`config.mk`:
```
export PLATFORM = sky130hd
export DESIGN_NAME = evt_timer16
export DESIGN_NICKNAME = d
export VERILOG_FILES = /design/src/rtl/evt_timer16_pkg.sv /design/src/rtl/evt_edge_det.sv /design/src/rtl/evt_count_core.sv /design/src/rtl/evt_toggle.sv /design/src/rtl/evt_timer16.sv
export SDC_FILE = /design/constraint.sdc
export NUM_CORES = 1
export LEC_CHECK = 0
export BUFFER_PORTS_ARGS = -buffer_cell sky130_fd_sc_hd__clkbuf_2
export CORE_ASPECT_RATIO = 2
export CORE_MARGIN = 8
export CORE_UTILIZATION = 30
export CTS_BUF_LIST = sky130_fd_sc_hd__clkbuf_16
export DETAILED_ROUTE_END_ITERATION = 12
export PLACE_DENSITY = 0.6
export SLEW_MARGIN = 15
export SYNTH_ARGS = -nofsm -noshare
export SYNTH_HDL_FRONTEND = slang
export SYNTH_SLANG_ARGS = --single-unit
```
`constraint.sdc`:
```
create_clock -name clk -period 2.6 [get_ports clk]
set_clock_uncertainty 0.15 [all_clocks]
set_input_delay 0.13 -clock clk [delete_from_list [all_inputs] [get_ports clk]]
set_output_delay 0.13 -clock clk [all_outputs]
set_load 0.01 [all_outputs]
```
`src/rtl/evt_timer16_pkg.sv`:
```
package evt_timer16_pkg;
  typedef enum logic [1:0] {
    MODE_OFF    = 2'b00,
    MODE_FREE   = 2'b01,
    MODE_EXTCLR = 2'b10,
    MODE_CMPCLR = 2'b11
  } tmr_mode_e;

  localparam logic [2:0] A_CTRL = 3'd0;
  localparam logic [2:0] A_ESEL = 3'd1;
  localparam logic [2:0] A_CMP0 = 3'd2;
  localparam logic [2:0] A_CMP1 = 3'd3;
  localparam logic [2:0] A_CNT  = 3'd4;

  // edge qualifier: older sample, newer sample
  function automatic logic edge_hit(input logic [1:0] sel, input logic older, input logic newer);
    case (sel)
      2'b00:   edge_hit = older & ~newer;
      2'b01:   edge_hit = ~older & newer;
      2'b11:   edge_hit = older ^ newer;
      default: edge_hit = 1'b0;
    endcase
  endfunction
endpackage

```
`src/rtl/evt_edge_det.sv`:
```
module evt_edge_det
  import evt_timer16_pkg::*;
#(
  parameter int SYNC_STAGES = 2
) (
  input  logic       clk,
  input  logic       rst_n,
  input  logic       async_i,
  input  logic [1:0] sel_i,
  output logic       edge_o
);
  localparam int TAPS = SYNC_STAGES + 1;
  logic [TAPS-1:0] sh_q;

  always_ff @(posedge clk) begin
    if (!rst_n) sh_q[0] <= 1'b0;
    else        sh_q[0] <= async_i;
  end

  for (genvar i = 1; i < TAPS; i++) begin : g_tap
    always_ff @(posedge clk) begin
      if (!rst_n) sh_q[i] <= 1'b0;
      else        sh_q[i] <= sh_q[i-1];
    end
  end

  assign edge_o = edge_hit(sel_i, sh_q[TAPS-1], sh_q[TAPS-2]);
endmodule

```
`src/rtl/evt_count_core.sv`:
```
module evt_count_core #(
  parameter int W = 16
) (
  input  logic         clk,
  input  logic         rst_n,
  input  logic         en_i,
  input  logic         restart_i,
  output logic [W-1:0] cnt_o,
  output logic         wrap_o
);
  function automatic logic [W-1:0] next_count(input logic [W-1:0] c, input logic en, input logic rs);
    next_count = (!en || rs) ? '0 : c + 1'b1;
  endfunction

  always_ff @(posedge clk) begin
    if (!rst_n) cnt_o <= '0;
    else        cnt_o <= next_count(cnt_o, en_i, restart_i);
  end

  assign wrap_o = en_i && (cnt_o == {W{1'b1}});

  p_wrap_zero_r5: assert property (@(posedge clk) disable iff (!rst_n)
    wrap_o |=> (cnt_o == '0));
endmodule

```
`src/rtl/evt_toggle.sv`:
```
module evt_toggle (
  input  logic clk,
  input  logic rst_n,
  input  logic en_i,
  input  logic hit0_i,
  input  logic hit1_i,
  input  logic ext_i,
  input  logic ext_ok_i,
  output logic tgl_o
);
  logic flip;
  assign flip = en_i && (hit0_i || hit1_i || (ext_ok_i && ext_i));

  always_ff @(posedge clk) begin
    if (!rst_n)    tgl_o <= 1'b0;
    else if (flip) tgl_o <= ~tgl_o;
  end

  p_hold_level_r1: assert property (@(posedge clk) disable iff (!rst_n)
    !en_i |=> $stable(tgl_o));
  p_match_flip_r7: assert property (@(posedge clk) disable iff (!rst_n)
    (en_i && (hit0_i || hit1_i)) |=> (tgl_o != $past(tgl_o)));
endmodule

```
`src/rtl/evt_timer16.sv`:
```
module evt_timer16
  import evt_timer16_pkg::*;
#(
  parameter int W = 16,
  parameter int SYNC_STAGES = 2
) (
  input  logic         clk,
  input  logic         rst_n,
  input  logic         wr_en,
  input  logic [2:0]   addr,
  input  logic [W-1:0] wr_data,
  output logic [W-1:0] rd_data,
  input  logic         evt_in,
  output logic         tgl_out,
  output logic [W-1:0] count_o,
  output logic         wrap_flag_o
);
  tmr_mode_e   mode_q;
  logic        cond_q;
  logic        flag_q;
  logic [1:0]  esel_q;
  logic [W-1:0] cmp0_q, cmp1_q;

  logic ctrl_wr, en, ext_edge, hit0, hit1, restart, wrap_evt;
  tmr_mode_e mode_nx;

  assign ctrl_wr = wr_en && (addr == A_CTRL);
  assign en      = (mode_q != MODE_OFF);
  assign hit0    = (count_o == cmp0_q);
  assign hit1    = (count_o == cmp1_q);
  assign restart = ((mode_q == MODE_EXTCLR) && ext_edge) ||
                   ((mode_q == MODE_CMPCLR) && hit0);
  assign mode_nx = ctrl_wr ? tmr_mode_e'(wr_data[3:2]) : mode_q;

  always_ff @(posedge clk) begin
    if (!rst_n) begin
      mode_q <= MODE_OFF;
      cond_q <= 1'b0;
      esel_q <= 2'b00;
      cmp0_q <= '0;
      cmp1_q <= '0;
    end else if (wr_en) begin
      case (addr)
        A_CTRL: begin
          mode_q <= tmr_mode_e'(wr_data[3:2]);
          cond_q <= wr_data[1];
        end
        A_ESEL:  esel_q <= wr_data[1:0];
        A_CMP0:  cmp0_q <= wr_data;
        A_CMP1:  cmp1_q <= wr_data;
        default: ;
      endcase
    end
  end

  // sticky wrap flag: mode 00 forces 0, hardware wrap wins over a write of 0
  always_ff @(posedge clk) begin
    if (!rst_n)                   flag_q <= 1'b0;
    else if (mode_nx == MODE_OFF) flag_q <= 1'b0;
    else                          flag_q <= (ctrl_wr ? wr_data[0] : flag_q) | wrap_evt;
  end

  evt_edge_det #(.SYNC_STAGES(SYNC_STAGES)) u_edge (
    .clk(clk), .rst_n(rst_n), .async_i(evt_in), .sel_i(esel_q), .edge_o(ext_edge));

  evt_count_core #(.W(W)) u_core (
    .clk(clk), .rst_n(rst_n), .en_i(en), .restart_i(restart),
    .cnt_o(count_o), .wrap_o(wrap_evt));

  evt_toggle u_tgl (
    .clk(clk), .rst_n(rst_n), .en_i(en), .hit0_i(hit0), .hit1_i(hit1),
    .ext_i(ext_edge), .ext_ok_i(cond_q), .tgl_o(tgl_out));

  assign wrap_flag_o = flag_q;

  always_comb begin
    rd_data = '0;
    case (addr)
      A_CTRL:  rd_data[3:0] = {mode_q, cond_q, flag_q};
      A_ESEL:  rd_data[1:0] = esel_q;
      A_CMP0:  rd_data = cmp0_q;
      A_CMP1:  rd_data = cmp1_q;
      A_CNT:   rd_data = count_o;
      default: rd_data = '0;
    endcase
  end

  p_off_clear_r1: assert property (@(posedge clk) disable iff (!rst_n)
    (mode_q == MODE_OFF) |=> (count_o == '0));
  p_free_step_r2: assert property (@(posedge clk) disable iff (!rst_n)
    (mode_q == MODE_FREE) |=> (count_o == $past(count_o) + 1'b1));
  p_ext_restart_r3: assert property (@(posedge clk) disable iff (!rst_n)
    ((mode_q == MODE_EXTCLR) && ext_edge) |=> (count_o == '0));
  p_cmp_restart_r4: assert property (@(posedge clk) disable iff (!rst_n)
    ((mode_q == MODE_CMPCLR) && (count_o == cmp0_q)) |=> (count_o == '0));
  p_wrap_flag_r5: assert property (@(posedge clk) disable iff (!rst_n)
    (wrap_evt && !(ctrl_wr && wr_data[3:2] == 2'b00)) |=> wrap_flag_o);
endmodule

```
==> results of run 1 <==
## layout make-up
cell class,count,area (sq um),share of cell area (%)
clock inverter,7,80.1,2.03
clock buffer,9,225,5.71
inverter,5,18.8,0.476
timing repair buffer,79,495,12.6
sequential,58,1160,29.4
multi-input combinational,287,1790,45.4
tap,137,171,4.35
## routing by layer
layer / global-route usage [%] / part of all wire (%) / up-vias
met2: 18.9 / 45 / 77
met3: 4.30 / 7.3 / 6
met4: 3.65 / 0.93 / 0
met1: 17.3 / 46 / 1282
met5: 0 / 0 / -
li1: - / - / 1403
## Yosys cell counts, types with 5 or more instances
library cell,instances
nor2_1,23
nand2_1,85
buf_6,5
o21ai_0,16
xor2_1,42
a22oi_1,14
clkbuf_1,13
mux2i_1,8
nor4_1,6
inv_1,5
buf_2,11
a21boi_0,31
dfxtp_1,58
nand3_1,8
nor2b_1,8
## critical path: cells and delay by family (launching register included)
| kind | cells | cell delay [ns] |
|---|---|---|
| simple gates | 4 | 1.15 |
| flops | 1 | 0.50 |
| xor+xnor | 1 | 0.13 |
## flip-flops by register name, summed over array words and instances, names as in the netlist
name          count
cond_q            1
wrap_flag_o       1
cmp0_q           16
u_tgl.tgl_o       1
u_edge.sh_q       3
u_core.cnt_o     16
mode_q            2
esel_q            2
cmp1_q           16
## worst min path at each step
| stage | endpoint | depth (start not counted) | startpoint | slack, ns |
|---|---|---|---|---|
| final | cond_q | 4 | wr_en | 0.14 |
| after global routing | cond_q | 4 | wr_en | 0.16 |
| after CTS | cond_q | 4 | wr_en | 0.13 |
| after detailed placement | u_edge.sh_q[0] | 2 | evt_in | 0.20 |
| after global placement | u_edge.sh_q[0] | 2 | evt_in | 0.19 |
| after floorplan | u_edge.sh_q[0] | 1 | evt_in | 0.11 |
## what timing repair did
item,CTS,global route
hold buffers,17,0
endpoints found under the setup margin,0,0
hold endpoints to repair,36,0
## power by group through the flow
stage          clock network [mW]  logic, mW  registers (mW)
6_report                     1.19      0.160           0.922
5_1_grt                      1.25      0.179           0.924
4_1_cts                      1.21      0.162           0.921
3_5_place_dp                    0      0.141           0.941
3_3_place_gp                    0      0.140           0.941
2_1_floorplan                   0     0.0899           0.936
## kinds of logic (layout without fill, tap and decap cells)
group | count (synthesis) | after routing
flops | 58 | 58
buf+inv | 35 | 100
simple gates | 158 | 158
mux | 10 | 10
fa+ha+maj | 3 | 3
xor+xnor | 46 | 46
compound gates | 70 | 70
## per-stage QoR
| step | util [%] | worst slack, ns | area (sq um) | hold slack, ns |
|---|---|---|---|---|
| 3_5_place_dp | 33.5 | 0.557 | 3470 | 0.199 |
| 3_3_place_gp | 33.5 | 0.536 | 3470 | 0.191 |
| 2_1_floorplan | - | 0.744 | 3150 | 0.107 |
| 6_report | 38.1 | 0.543 | 3950 | 0.140 |
| 4_1_cts | 38.1 | 0.547 | 3950 | 0.132 |
| 5_1_grt | 38.1 | 0.418 | 3950 | 0.163 |
==> run metrics, run 1 <==
r2r setup slk 0.54 ns; Overall Power 2.27 mW; worst-margin pin slew 0.742 ns; wire per inst 14.8 um; Initial DRT Pass Iterations 4; antenna violations before repair 0; Peak supply drop 0.000326 V; total nets after synthesis 406; Root Buffer clkbuf_16; area leader, netlist dfxtp_1; Top FF cell, synth dfxtp_1; Cell variety after synth 39; flops & latches, synth 58; Slew Limit Fails 0; n_diodes 0; post-synthesis sequential area ratio 36.9%; reg2reg path depth 5; Worst setup SP type flip-flop; commonest cells after routing, fill and taps aside nand2_1, dfxtp_1, clkbuf_2; Post-Synth Simple-Gate Area 24.1%; number of global-route vias before repair 2,802; CTS Buf Count 9; Reg2Reg Launch Point u_core.cnt_o[1]; share of layout cells above drive strength 1 19.3%; gr ovfl total 0; cells after synthesis 380; area growth from synthesis to layout 25.4%; max cap viols 0; Final nets 466; post-synthesis adder-cell area fraction 1.19%; clk sink count 58; multiplexer area fraction after synthesis 3.62%; CP Max Fanout 7; Data required, critical path 2.66 ns; slowest stage delay, CP 0.50 ns; Comb pwr share 7.1%; XOR/XNOR share of the synthesized area 12.8%; Sw Share 23.9%; hpwl dp 6.54 mm; placed cells 549; syn avg cell area 8.28 sq um; via count 2,768; minimum clock period 2.06 ns; worst setup path endpoint u_tgl.tgl_o; crit end category flip-flop; die area 0.0142 sq mm; max frequency 486 MHz; Clock transition at path regs 0.06 ns; endpoints failing setup 0; LEAKAGE 1.64 nW; largest net degree at the start of global routing 44; first-pass GRT wire length 14.2 mm; ranking of synthesized cells by area dfxtp_1, xor2_1, nand2_1; DRT iter0 DRCs 211; CP max stage cell dfxtp_1; Internal Power 1.73 mW; clk_lat worst skew 0.33 ns; setup TNS 0 ns; worst setup path start u_core.cnt_o[1]; clock buffer depth 2; number of port buffers 56; drt via density 4.76; commonest non-fill, non-tap cell in the layout nand2_1; RePlAce Congestion 0.831; r2r endpoint u_tgl.tgl_o; outcome completed; unrepaired setup endpoints after global routing false; number of post-CTS setup repair buffers 0; post-synthesis async set-or-reset flop share 0%; placement row count 53; final worst-path cycle share 79.1%; Final ANT Viol Nets 0; PostCTS Resize Cnt 0; largest family of logic cells by synthesized area simple AND/OR/NAND/NOR gates; synthesized area 0.00315 sq mm; power density over the cells 576 mW/mm^2; I/O pin count 57; Initial Util 30.4%; DRC 0; crit path kind flip-flop to flip-flop; number of synthesized flops with an enable pin 0; Yosys top cell area share 36.9%; Tot GR Track Use 12.9%; Cell Chain, Critical Path xor2_1 -> nor4_1 -> nand4_1 -> and4b_1 -> or3_1; Die Ht 161 um; Hold Fails Final Rpt 0; Clk pwr share 52.3%; Net Sw Power 0.544 mW; die width 88.4 um; max_slew headroom 50.5%; final WL 8.63 mm; CTS tree done; Cell Count, Final, Fillers Out 582; # fillers 1,096; Synth Area in Compound Gates 15.3%; hold crit path type input port to flip-flop; Core Box Area 0.0103 sq mm; sequential share of power 40.6%; H-tree depth reported by CTS 3; synth warn 0; Crit path arrival time 2.11 ns
(Power assumes the default switching activity.)
==> inputs of run 2 (changes only) <==
- clock period: 2.6 -> 2 ns (I/O delays scaled with it)
==> run 2 against run 1 <==
- utilization grew 2.6 points
- setup slack got worse by 0.44 ns
- via count rose by 1.4%
- maximum frequency grew 8.5%
- hold slack worse by 0.073 ns
- clock-buffer cell count unchanged
- critical path depth stayed put
- highest routed layer unchanged
==> run metrics, run 2 (same netlist as run 1, synthesis figures left out) <==
outcome completed; CTS tree done; die width 88.4 um; Internal Power 2.39 mW; share of layout cells above drive strength 1 25.2%; Final WS setup 0.104 ns; die area 0.0142 sq mm; crit path kind flip-flop to flip-flop; Crit path arrival time 1.96 ns; Net Sw Power 0.711 mW; Peak supply drop 0.000551 V; final WL 8.94 mm; Die Ht 161 um; via count 2,807; Reg2Reg Launch Point u_core.cnt_o[11]; Overall Power 3.10 mW; Core Box Area 0.0103 sq mm; WHS Endpoint u_tgl.tgl_o; Initial DRT Pass Iterations 4; max_slew headroom 70.8%; final worst-path cycle share 94.8%; unrepaired setup endpoints after global routing false; number of global-route vias before repair 2,796; Clk pwr share 54.0%; n_diodes 0; Clock transition at path regs 0.05 ns; Final ANT Viol Nets 0; Final nets 494; RePlAce Congestion 0.777; worst-margin pin slew 0.437 ns; I/O pin count 57; worst hold path cell count 4; Tot GR Track Use 13.2%; H-tree depth reported by CTS 3; hpwl dp 6.77 mm; placed cells 577; clk_lat worst skew 0.33 ns; LEAKAGE 1.81 nW; DRC 0; drt via density 4.60; dpl cell area 0.00369 sq mm; hold crit path type input port to flip-flop; setup slack at placement -0.0286 ns; clk sink count 58; minimum clock period 1.90 ns; slowest stage delay, CP 0.35 ns; Min-Delay Startpoint rst_n; DRT iter0 DRCs 149; power density over the cells 736 mW/mm^2; commonest non-fill, non-tap cell in the layout nand2_1; Finished Core Util 40.7%; max cap viols 0; Initial Util 30.4%; final instance area 0.00421 sq mm; max frequency 527 MHz; # fillers 1,092; CP max stage cell dfxtp_1; antenna violations before repair 0; Root Buffer clkbuf_16; crit end category flip-flop; gr ovfl total 0; number of port buffers 56; CP Max Fanout 4; placement row count 53; r2r setup slk 0.10 ns; reg2reg path depth 5; Worst Path Buf+Inv 0; area growth from synthesis to layout 33.8%; CTS Buf Count 9; biggest regs cmp0_q: 16 flops, cmp1_q: 16 flops, u_core.cnt_o: 16 flops; Hold Fails Final Rpt 0; endpoints failing setup 0; Sw Share 22.9%; Comb pwr share 7.3%; wire per inst 14.6 um; first-pass GRT wire length 14.6 mm; sequential share of power 38.6%; Slew Limit Fails 0; largest delay contributor family on the critical path simple AND/OR/NAND/NOR gates; commonest cells after routing, fill and taps aside nand2_1, dfxtp_1, clkbuf_2; Cell Chain, Critical Path xor2_1 -> nor4_1 -> nand4_1 -> and4b_1 -> or3_1; largest net degree at the start of global routing 42; clock buffer depth 2; Worst setup SP type flip-flop; r2r endpoint u_tgl.tgl_o; Cell Count, Final, Fillers Out 610; Data required, critical path 2.06 ns
run 2: cell count changes in the layout (fill, tap and decap cells not counted), moves of 2 or more:
cell | before | now
dfxtp_1 | 58 | 56
nor4_2 | 2 | 4
dfxtp_2 | 0 | 2
nor4_1 | 6 | 4
buf_4 | 6 | 33
run 2: timing repair:
action,CTS,global route
setup buffers,0,0
endpoints found under the setup margin,1,17
pin swaps,0,0
endpoints found under the hold margin,38,0
hold buffers,17,0
resized for setup,1,6
cloned,0,0
run 2: through the flow:
stage          hold WS (ns)  setup TNS (ns)
2_1_floorplan        0.0773               0
3_3_place_gp          0.178               0
3_5_place_dp          0.183         -0.0286
4_1_cts              0.0525               0
5_1_grt               0.105               0
6_report             0.0664               0
run 2: per-layer routing:
metal  share of wire, %  vias to the layer above  global-route usage [%]
met1                 48                     1278                    17.4
met4                1.1                        0                    3.96
met2                 45                       68                    19.9
li1                   -                     1454                       -
met3                5.7                        7                    3.79
met5                  0                        -                       0
run 2: power groups by stage:
stage	logic (mW)	registers (mW)	clock network, mW
finish	0.227	1.20	1.67
global route	0.249	1.20	1.75
CTS	0.226	1.20	1.70
detailed placement	0.199	1.22	0
global placement	0.199	1.22	0
floorplan	0.117	1.22	0
run 2: cell type report:
class                           instances  area (sq um)  share of cell area (%)
Multi-Input combinational cell        287          1810                    43.0
Sequential cell                        58          1160                    27.6
Timing Repair Buffer                  107           718                    17.1
Clock buffer                            9           225                    5.35
Tap cell                              137           171                    4.07
Clock inverter                          7           103                    2.44
Inverter                                5          18.8                   0.446
run 2: tightest hold or removal path, cell delays in order:
cell	delay (ns)
clkbuf_2	0.12
nand2_1	0.07
o22ai_1	0.11
or3_1	0.11
run 2: worst max path at each step:
stage	cells past startpoint	startpoint	endpoint
floorplan	6	u_core.cnt_o[13]	u_tgl.tgl_o
global placement	7	u_edge.sh_q[1]	u_tgl.tgl_o
detailed placement	7	u_edge.sh_q[1]	u_tgl.tgl_o
CTS	7	u_edge.sh_q[1]	u_tgl.tgl_o
global route	5	u_core.cnt_o[11]	u_tgl.tgl_o
finish	5	u_core.cnt_o[11]	u_tgl.tgl_o
